===== config.mk =====
export PLATFORM = sky130hd
export DESIGN_NAME = cic_ctrl
export DESIGN_NICKNAME = d
export VERILOG_FILES = /design/src/rtl/cic_pkg.sv /design/src/rtl/cic_cfg_reg.sv /design/src/rtl/cic_len_sel.sv /design/src/rtl/cic_float_map.sv /design/src/rtl/cic_strobe_qual.sv /design/src/rtl/cic_ctrl.sv
export SDC_FILE = /design/constraint.sdc
export NUM_CORES = 1
export LEC_CHECK = 0
export ABC_CLOCK_PERIOD_IN_PS = 7300
export BUFFER_PORTS_ARGS = -buffer_cell sky130_fd_sc_hd__buf_2
export CAP_MARGIN = 0
export CELL_PAD_IN_SITES_DETAIL_PLACEMENT = 0
export CELL_PAD_IN_SITES_GLOBAL_PLACEMENT = 2
export CORE_MARGIN = 5
export CORE_UTILIZATION = 26
export DETAILED_ROUTE_END_ITERATION = 6
export PLACE_DENSITY_LB_ADDON = 0.05
export SLEW_MARGIN = 30
export SYNTH_ARGS = -nofsm -noshare
export SYNTH_HDL_FRONTEND = slang
export SYNTH_HIERARCHICAL = 1
export SYNTH_SLANG_ARGS = --single-unit

===== constraint.sdc =====
create_clock -name clk -period 7.3 [get_ports clk]
set_input_delay 2.19 -clock clk [delete_from_list [all_inputs] [get_ports clk]]
set_output_delay 2.19 -clock clk [all_outputs]
set_load 0.005 [all_outputs]

===== src/rtl/cic_pkg.sv =====
package cic_pkg;
  localparam int ADDR_W_DEF   = 32;
  localparam int LEN_W_DEF    = 5;
  localparam int BASE_BIT_DEF = 2;

  typedef enum logic {
    BUS_486 = 1'b0,
    BUS_VL  = 1'b1
  } bus_mode_e;

  typedef struct packed {
    logic inval_en;
    logic vl_wb_force;
  } ctl_view_t;
endpackage


===== src/rtl/cic_cfg_reg.sv =====
module cic_cfg_reg #(
  parameter int           LEN_W     = 5,
  parameter logic [LEN_W-1:0] RESET_LEN = 5'b00100
) (
  input  logic             clk,
  input  logic             rst_n,
  input  logic             we,
  input  logic [LEN_W-1:0] len_in,
  input  logic             ctl_in,
  output logic [LEN_W-1:0] len_q,
  output logic             ctl_q
);
  always_ff @(posedge clk or negedge rst_n) begin
    if (!rst_n) begin
      len_q <= RESET_LEN;
      ctl_q <= 1'b0;
    end else if (we) begin
      len_q <= len_in;
      ctl_q <= ctl_in;
    end
  end
endmodule


===== src/rtl/cic_len_sel.sv =====
module cic_len_sel
  import cic_pkg::*;
#(
  parameter int               LEN_W  = 5,
  parameter logic [LEN_W-1:0] VL_LEN = 5'b00001
) (
  input  bus_mode_e        mode,
  input  logic [LEN_W-1:0] stored_len,
  output logic [LEN_W-1:0] eff_len,
  output logic             legal
);
  function automatic logic code_legal(input logic [LEN_W-1:0] code);
    return $countones(code) <= 1;
  endfunction

  always_comb begin
    eff_len = (mode == BUS_VL) ? VL_LEN : stored_len;
    legal   = code_legal(eff_len);
  end
endmodule


===== src/rtl/cic_float_map.sv =====
module cic_float_map #(
  parameter int ADDR_W   = 32,
  parameter int LEN_W    = 5,
  parameter int BASE_BIT = 2
) (
  input  logic              clk,
  input  logic              rst_n,
  input  logic              hold,
  input  logic [LEN_W-1:0]  eff_len,
  input  logic              legal,
  output logic              hold_rise,
  output logic              hold_d,
  output logic [ADDR_W-1:0] mask
);
  logic [ADDR_W-1:0] mask_q;

  function automatic logic [ADDR_W-1:0] decode_float(input logic [LEN_W-1:0] code);
    logic [ADDR_W-1:0] m;
    m = '0;
    for (int i = 0; i < LEN_W; i++) begin
      if (code == (LEN_W'(1) << i)) m = {ADDR_W{1'b1}} << (BASE_BIT + i);
    end
    return m;
  endfunction

  assign hold_rise = hold && !hold_d;

  always_ff @(posedge clk or negedge rst_n) begin
    if (!rst_n) begin
      hold_d <= 1'b0;
      mask_q <= '0;
    end else begin
      hold_d <= hold;
      if (hold_rise) mask_q <= legal ? decode_float(eff_len) : '0;
    end
  end

  assign mask = hold_d ? mask_q : '0;
endmodule


===== src/rtl/cic_strobe_qual.sv =====
module cic_strobe_qual
  import cic_pkg::*;
(
  input  bus_mode_e mode,
  input  logic      ctl,
  input  logic      strobe,
  input  logic      own,
  input  logic      wb_raw,
  output logic      inval,
  output logic      wb_out
);
  ctl_view_t view;

  always_comb begin
    view.inval_en    = (mode == BUS_486) && ctl;
    view.vl_wb_force = (mode == BUS_VL) && ctl;
    if (mode == BUS_VL) inval = strobe;
    else                inval = strobe && own && view.inval_en;
    wb_out = view.vl_wb_force ? 1'b1 : wb_raw;
  end
endmodule


===== src/rtl/cic_ctrl.sv =====
module cic_ctrl
  import cic_pkg::*;
#(
  parameter int               ADDR_W    = ADDR_W_DEF,
  parameter int               LEN_W     = LEN_W_DEF,
  parameter int               BASE_BIT  = BASE_BIT_DEF,
  parameter logic [LEN_W-1:0] RESET_LEN = 5'b00100,
  parameter logic [LEN_W-1:0] VL_LEN    = 5'b00001
) (
  input  logic              clk,
  input  logic              rst_n,
  input  logic              cfg_we,
  input  logic [LEN_W-1:0]  cfg_len_in,
  input  logic              cfg_ctl_in,
  input  logic              bus_vl,
  input  logic              addr_strobe,
  input  logic              own_access,
  input  logic              wrback_in,
  input  logic              addr_hold,
  output logic              inval_strobe,
  output logic [ADDR_W-1:0] float_mask,
  output logic              wrback_q,
  output logic              cfg_err
);
  bus_mode_e        mode;
  logic [LEN_W-1:0] len_q;
  logic             ctl_q;
  logic [LEN_W-1:0] eff_len;
  logic             len_legal;
  logic             hold_rise;
  logic             hold_d;

  assign mode = bus_vl ? BUS_VL : BUS_486;

  cic_cfg_reg #(.LEN_W(LEN_W), .RESET_LEN(RESET_LEN)) u_cfg (
    .clk(clk), .rst_n(rst_n), .we(cfg_we), .len_in(cfg_len_in),
    .ctl_in(cfg_ctl_in), .len_q(len_q), .ctl_q(ctl_q)
  );

  cic_len_sel #(.LEN_W(LEN_W), .VL_LEN(VL_LEN)) u_sel (
    .mode(mode), .stored_len(len_q), .eff_len(eff_len), .legal(len_legal)
  );

  cic_float_map #(.ADDR_W(ADDR_W), .LEN_W(LEN_W), .BASE_BIT(BASE_BIT)) u_map (
    .clk(clk), .rst_n(rst_n), .hold(addr_hold), .eff_len(eff_len),
    .legal(len_legal), .hold_rise(hold_rise), .hold_d(hold_d), .mask(float_mask)
  );

  cic_strobe_qual u_qual (
    .mode(mode), .ctl(ctl_q), .strobe(addr_strobe), .own(own_access),
    .wb_raw(wrback_in), .inval(inval_strobe), .wb_out(wrback_q)
  );

  assign cfg_err = !len_legal;
endmodule


==> impl_metrics.csv, run 1 <==
group,metric,value,unit
status,status,"finished, final reports clean",
timing,finalSetupTns,0,ns
die,row_count,21,
synth,post_synth.cell_area_avg,9.66,um2
clock_network,cts_setup_buffers,0,
power,power.density,190,nW/um2
synth,yosys_warnings,6,
synth,synthTopCellsByCount,"sky130_fd_sc_hd__buf_4, sky130_fd_sc_hd__dfrtp_1, sky130_fd_sc_hd__mux2_4",
synth,synth_seq_area_share,32.5,%
job,max_cap_viol_count,0,
setup_path,startpoint_type,"input port",
final_layout,finished_layout_cells,164,
clock_network,worst_setup_hold_path_clk_slew,0.08,ns
final_layout,nNetsFinal,135,
clock_network,ctsResizeCount,0,
clock_network,cts_max_path_buffers,2,
detailed_routing,post_drt_wl_per_cell,11.5,um
detailed_routing,remaining_drc_errors,0,
placed_design,portBuffers,46,
clock_network,tritoncts.num_buffers,3,
die,floorplan.io_pins,49,
final_layout,areaGrowthSynthToFinish,11.5,%
synth,synth_seq_cells,12,
synth,gate_count_of_the_mapped_netlist,96,
detailed_routing,met3_wirelength,210,um
timing,worst_slew_pin_slew,0.548,ns
timing,clock.fmax,166,MHz
synth,post_synth_main_area_contributors,"sky130_fd_sc_hd__dfrtp_1, sky130_fd_sc_hd__buf_4, sky130_fd_sc_hd__mux2_4",
detailed_routing,routed-via-count,651,
placed_design,dpl-instance-area,997,um2
detailed_routing,totalWireLength,1890,um
detailed_routing,top_layer,"met3",
final_layout,end_of_flow_core_utilization,30.5,%
grt,grt_pass1_vias,658,
placed_design,placedCellCount,160,
synth,number_of_flops_mapped_to_enable_cells_by_yosys,0,
detailed_routing,route.antenna.remaining_nets,0,
synth,synth_top_cell_area_share,29.7,%
setup_path,crit_path_end_kind,"output port",
die,chipHeight,69.7,um
detailed_routing,detail_route.wirelength.met1,774,um
final_layout,num_antenna_cells,0,
die,die-area,4860,um2
clock_network,hold_buf_count_cts,0,
synth,netlist-cell-type-count,30,
power,vdd_ir_drop_max,0.110,mV
detailed_routing,sum_of_met2_wire_segment_lengths_after_detailed_routing,907,um
synth,post_synth_instance_area,927,um2
timing,grt_setup_unrepaired,"false",
final_layout,layout.cell_area.non_filler,1030,um2
detailed_routing,drt_first_iter_violations,12,
final_layout,final_layout_size_suffix_gt1_share,53.4,%
grt,grt_start_max_net_pins,27,
clock_network,worst_skew_pair.late_latency,0.27,ns
placed_design,dp_hpwl,1580,um
placed_design,gp_congestion,0.688,
die,die_width,69.7,um
die,design.core.area,3390,um2
timing,timing_hold_violations_final,0,
timing,maxSlewViolCount,0,
detailed_routing,viasPerCell,3.97,
setup_path,worstPathArrival,3.85,ns
timing,min_period_over_period,82.7,%
hold_path,hold_class,"register to register",
setup_path,critPathKind,"input port to output port",
grt,grt_util_overall,8.01,%
synth,postSynth.asyncResetShare,100,%
grt,grt_pass1_wl,3210,um
setup_path,critical_path.max_fanout,7,
clock_network,sink_count,12,
synth,yosysMostFrequentCell,"sky130_fd_sc_hd__buf_4",
grt,global_route.overflow_total,0,
power,leakage_component_of_the_power,0.609,nW
timing,slew_headroom,63.5,%
timing,finClkSkew,0.00374,ns
synth,synth_flop_cell,"sky130_fd_sc_hd__dfrtp_1",
detailed_routing,first_pass_iters,4,
setup_path,worstPathRequired,5.11,ns
grt,initial_antenna_violation_count,0,
clock_network,htreeDepth,1,
timing,final_period_minus_worst_setup_slack,6.04,ns
clock_network,tritoncts_clock_tree,"done",
clock_network,cts.root.buffer_cell,"sky130_fd_sc_hd__clkbuf_4",
final_layout,fill_cells,361,
synth,synth_area_leader_cell,"sky130_fd_sc_hd__dfrtp_1",
timing,setup-violations-final,0,
die,starting_utilization_of_the_core_area,27.4,%
[cell type report]
type | instances | area [um2] | area share, %
clock buffer | 4 | 36.3 | 3.51
inverter | 6 | 22.5 | 2.18
multi-input combinational | 50 | 385 | 37.3
sequential | 12 | 302 | 29.2
tap | 46 | 57.6 | 5.57
timing repair buffer | 46 | 230 | 22.3
[through the flow]
step / hold slack, ns / total power [mW] / setup slack, ns
final: 0.492 / 0.196 / 1.26
after global routing: 0.532 / 0.213 / 1.14
after CTS: 0.500 / 0.202 / 1.24
after detailed placement: 0.472 / 0.145 / 1.23
after global placement: 0.481 / 0.145 / 1.29
after floorplan: 0.440 / 0.137 / 1.64
[layout by cell type, fill, tap and decap left out, types with 2 or more instances in the layout]
cell type / instances
sky130_fd_sc_hd__a21oi_1: 3
sky130_fd_sc_hd__a22o_1: 2
sky130_fd_sc_hd__and2_1: 5
sky130_fd_sc_hd__buf_2: 46
sky130_fd_sc_hd__clkbuf_4: 3
sky130_fd_sc_hd__conb_1: 2
sky130_fd_sc_hd__dfrtp_1: 11
sky130_fd_sc_hd__inv_1: 4
sky130_fd_sc_hd__inv_2: 2
sky130_fd_sc_hd__mux2_4: 6
sky130_fd_sc_hd__nand2_1: 4
sky130_fd_sc_hd__nand2b_1: 5
sky130_fd_sc_hd__nor2_1: 2
sky130_fd_sc_hd__nor2b_1: 3
sky130_fd_sc_hd__nor3_1: 3
sky130_fd_sc_hd__o21ai_1: 2
[per-layer routing]
metal / vias to the layer above / GRT usage (%)
met5: - / 0
met4: 0 / 0.638
met3: 0 / 4.49
met2: 32 / 13.3
met1: 292 / 9.38
li1: 327 / -
[cells by family (layout without fill, tap and decap cells)]
kind of cell             count (synthesis)  in the layout  share of synthesized area, %
XOR/XNOR                                 2              2                          1.89
adder cells (fa/ha/maj)                  2              2                          3.51
AO/OA/AOI/OAI                           12             12                          9.72
other                                    1              2                         0.404
buffers and inverters                   35             56                          26.3
AND/OR/NAND/NOR                         26             26                          15.9
multiplexers                             6              6                          9.72
flip-flops                              12             12                          32.5
[power breakdown]
group / switching (mW) / total, mW / leakage (nW) / internal (mW)
Sequential: 0.00434 / 0.0792 / 0.148 / 0.0748
Combinational: 0.0311 / 0.0628 / 0.441 / 0.0317
Clock: 0.0238 / 0.0541 / 0.0210 / 0.0303
Total: 0.0591 / 0.196 / 0.609 / 0.137
[registers in the layout, summed over array words and instances, names as in the netlist]
signal	count
u_map/hold_d	1
u_cfg/ctl_q	1
u_map/mask_q	5
u_cfg/len_q	5
[critical path, stage by stage]
cell,delay (ns)
sky130_fd_sc_hd__buf_2,0.14
sky130_fd_sc_hd__or2_1,0.27
sky130_fd_sc_hd__inv_2,0.06
sky130_fd_sc_hd__fa_1,0.48
sky130_fd_sc_hd__inv_1,0.04
sky130_fd_sc_hd__ha_1,0.16
sky130_fd_sc_hd__nand2b_1,0.13
sky130_fd_sc_hd__a21oi_1,0.19
sky130_fd_sc_hd__inv_1,0.06
sky130_fd_sc_hd__buf_2,0.12
[final timing paths]
path,depth (start not counted),from,to,slack (ns)
max,10,bus_vl,cfg_err,1.26
max reg2reg,9,u_cfg/len_q[0],u_map/mask_q[2],5.04
min in group asynchronous,1,rst_n,u_map/mask_q[4],1.78
max in group asynchronous,1,rst_n,u_cfg/len_q[2],5.23
min,2,u_map/mask_q[4],u_map/mask_q[4],0.49
min reg2reg,2,u_map/mask_q[4],u_map/mask_q[4],0.49
(Power assumes the default switching activity.)
==> run 2, diff against run 1 <==
ABC_CLOCK_PERIOD_IN_PS = 5600   (was 7300)
CORE_UTILIZATION = 25   (was 26)
clock period = 5.6 ns   (was 7.3 ns; I/O delays follow)
==> impl_metrics.csv, run 2 (synthesis results as in run 1) <==
group,metric,value,unit
status,status,"finished, final reports clean",
placed_design,gp_congestion,0.714,
power,leakage_component_of_the_power,0.617,nW
final_layout,final_layout_size_suffix_gt1_share,53.4,%
die,chipHeight,70.9,um
final_layout,num_antenna_cells,0,
die,die-area,5030,um2
final_layout,layout_common_cells,"sky130_fd_sc_hd__buf_2, sky130_fd_sc_hd__dfrtp_1, sky130_fd_sc_hd__mux2_4, sky130_fd_sc_hd__and2_1, sky130_fd_sc_hd__nand2b_1",
setup_path,worstPathCellList,"buf_2 -> or2_1 -> inv_2 -> fa_1 -> inv_1 -> ha_1 -> nand2b_1 -> a21oi_1 -> inv_1 -> buf_2",
power,clk_pwr_share,34.2,%
clock_network,cts_setup_buffers,0,
power,power.share.sequential,36.8,%
timing,setup_slack,0.587,ns
timing,setup-violations-final,0,
clock_network,tritoncts_clock_tree,"done",
die,die_width,70.9,um
grt,global_route.overflow_total,0,
timing,timing.hold.ws,0.488,ns
placed_design,portBuffers,46,
clock_network,cts_max_path_buffers,2,
die,starting_utilization_of_the_core_area,25.5,%
setup_path,critical-path-slowest-cell,"sky130_fd_sc_hd__fa_1",
detailed_routing,route.antenna.remaining_nets,0,
timing,maxSlewViolCount,0,
timing,min_period_over_period,89.5,%
hold_path,worst_min_path_start,"u_map/mask_q[4]",
clock_network,ctsResizeCount,0,
timing,slew_headroom,63.1,%
setup_path,startpoint_type,"input port",
setup_path,critical_path.max_fanout,7,
timing,clock.fmax,199,MHz
detailed_routing,routed-via-count,628,
detailed_routing,first_pass_iters,4,
setup_path,crit_path_start,"bus_vl",
clock_network,sink_count,12,
final_layout,area.sequential,302,um2
timing,worst_slew_pin_slew,0.554,ns
timing,timing_hold_violations_final,0,
detailed_routing,viasPerCell,3.78,
clock_network,htreeDepth,1,
placed_design,dpl-instance-area,1000,um2
die,design.core.area,3630,um2
final_layout,multiInputGateArea,385,um2
placed_design,setup_ws_pre_cts,0.543,ns
final_layout,fill_cells,420,
setup_path,reg2reg_from,"u_cfg/len_q[0]",
grt,grt_pass1_wl,3080,um
power,internal-power,0.201,mW
final_layout,reg_top3,"u_cfg/len_q x5, u_map/mask_q x5",
die,row_count,22,
job,max_cap_viol_count,0,
clock_network,worst_skew_pair.late_latency,0.24,ns
detailed_routing,post_drt_wl_per_cell,11.4,um
clock_network,worst_setup_hold_path_clk_slew,0.06,ns
setup_path,critPathMaxStageDelay,0.48,ns
power,vdd_ir_drop_max,0.0858,mV
power,switchingPower,0.0804,mW
setup_path,worstPathArrival,3.33,ns
final_layout,layout.cell_area.non_filler,1050,um2
timing,finalSetupTns,0,ns
detailed_routing,drt_first_iter_violations,10,
detailed_routing,remaining_drc_errors,0,
power,comb_power_share,29.0,%
grt,initial_antenna_violation_count,0,
setup_path,critPathKind,"input port to output port",
detailed_routing,totalWireLength,1890,um
final_layout,layout.cells.most_common,"sky130_fd_sc_hd__buf_2",
setup_path,worstPathRequired,3.92,ns
final_layout,areaGrowthSynthToFinish,13.8,%
power,netSwitchingFraction,28.5,%
setup_path,path_delay_family,"adder cells",
grt,grt_pass1_vias,619,
power,power.density,267,nW/um2
final_layout,nNetsFinal,135,
setup_path,crit_path_end_kind,"output port",
placed_design,dp_hpwl,1540,um
timing,final_period_minus_worst_setup_slack,5.01,ns
timing,grt_setup_unrepaired,"false",
setup_path,path_buf_inv,5,
grt,grt_start_max_net_pins,27,
die,floorplan.io_pins,49,
hold_path,hold_class,"register to register",
clock_network,cts.root.buffer_cell,"sky130_fd_sc_hd__clkbuf_8",
clock_network,hold_buf_count_cts,0,
clock_network,tritoncts.num_buffers,3,
timing,finClkSkew,0.00147,ns
grt,grt_util_overall,7.75,%
==> run 2: metrics by stage <==
stage / utilization (%) / instances / power [mW]
final: 29.0 / 166 / 0.282
after floorplan: - / 97 / 0.178
after global routing: 29.0 / 166 / 0.303
after global placement: 27.5 / 162 / 0.189
after detailed placement: 27.5 / 162 / 0.189
after CTS: 29.0 / 166 / 0.289
==> run 2: worst register-to-register path, cell delays in order, from the launching register on <==
cell and delay, ns:
sky130_fd_sc_hd__dfrtp_1 0.38, sky130_fd_sc_hd__or2_1 0.31, sky130_fd_sc_hd__inv_2 0.08, sky130_fd_sc_hd__fa_1 0.40, sky130_fd_sc_hd__inv_1 0.07, sky130_fd_sc_hd__ha_1 0.22
sky130_fd_sc_hd__a21oi_1 0.21, sky130_fd_sc_hd__nand2b_1 0.17, sky130_fd_sc_hd__nor2_2 0.16, sky130_fd_sc_hd__a32o_1 0.18
==> run 2: final timing paths <==
check                           slack [ns]         endpoint  depth (start not counted)
max in group asynchronous             4.01   u_cfg/len_q[2]                          1
worst max register to register        3.36  u_map/mask_q[2]                          9
worst min register to register        0.49  u_map/mask_q[4]                          2
worst min-delay path                  0.49  u_map/mask_q[4]                          2
min in group asynchronous             1.31     u_map/hold_d                          1
worst max-delay path                  0.59          cfg_err                         10
==> run 2: power groups by stage <==
stage	clock, mW	combinational (mW)	sequential, mW
final	0.0964	0.0816	0.104
after global routing	0.104	0.0933	0.105
after CTS	0.101	0.0837	0.104
after detailed placement	0	0.0836	0.105
after global placement	0	0.0834	0.105
after floorplan	0	0.0750	0.103
==> run 2: final cells by class <==
type / instances / share of cell area, %
flip-flops and latches: 12 / 28.6
clock buffers: 4 / 5.22
inverters: 6 / 2.14
multi-input cells: 50 / 36.5
well taps: 48 / 5.69
repair buffers: 46 / 21.8
==> run 2: per-layer routing <==
layer	part of all wire (%)	wire (um)	track usage, %
met3	8.6	162	3.27
met4	0.21	4	2.51
met1	44	840	9.81
met2	47	886	11.9
met5	0	0	0
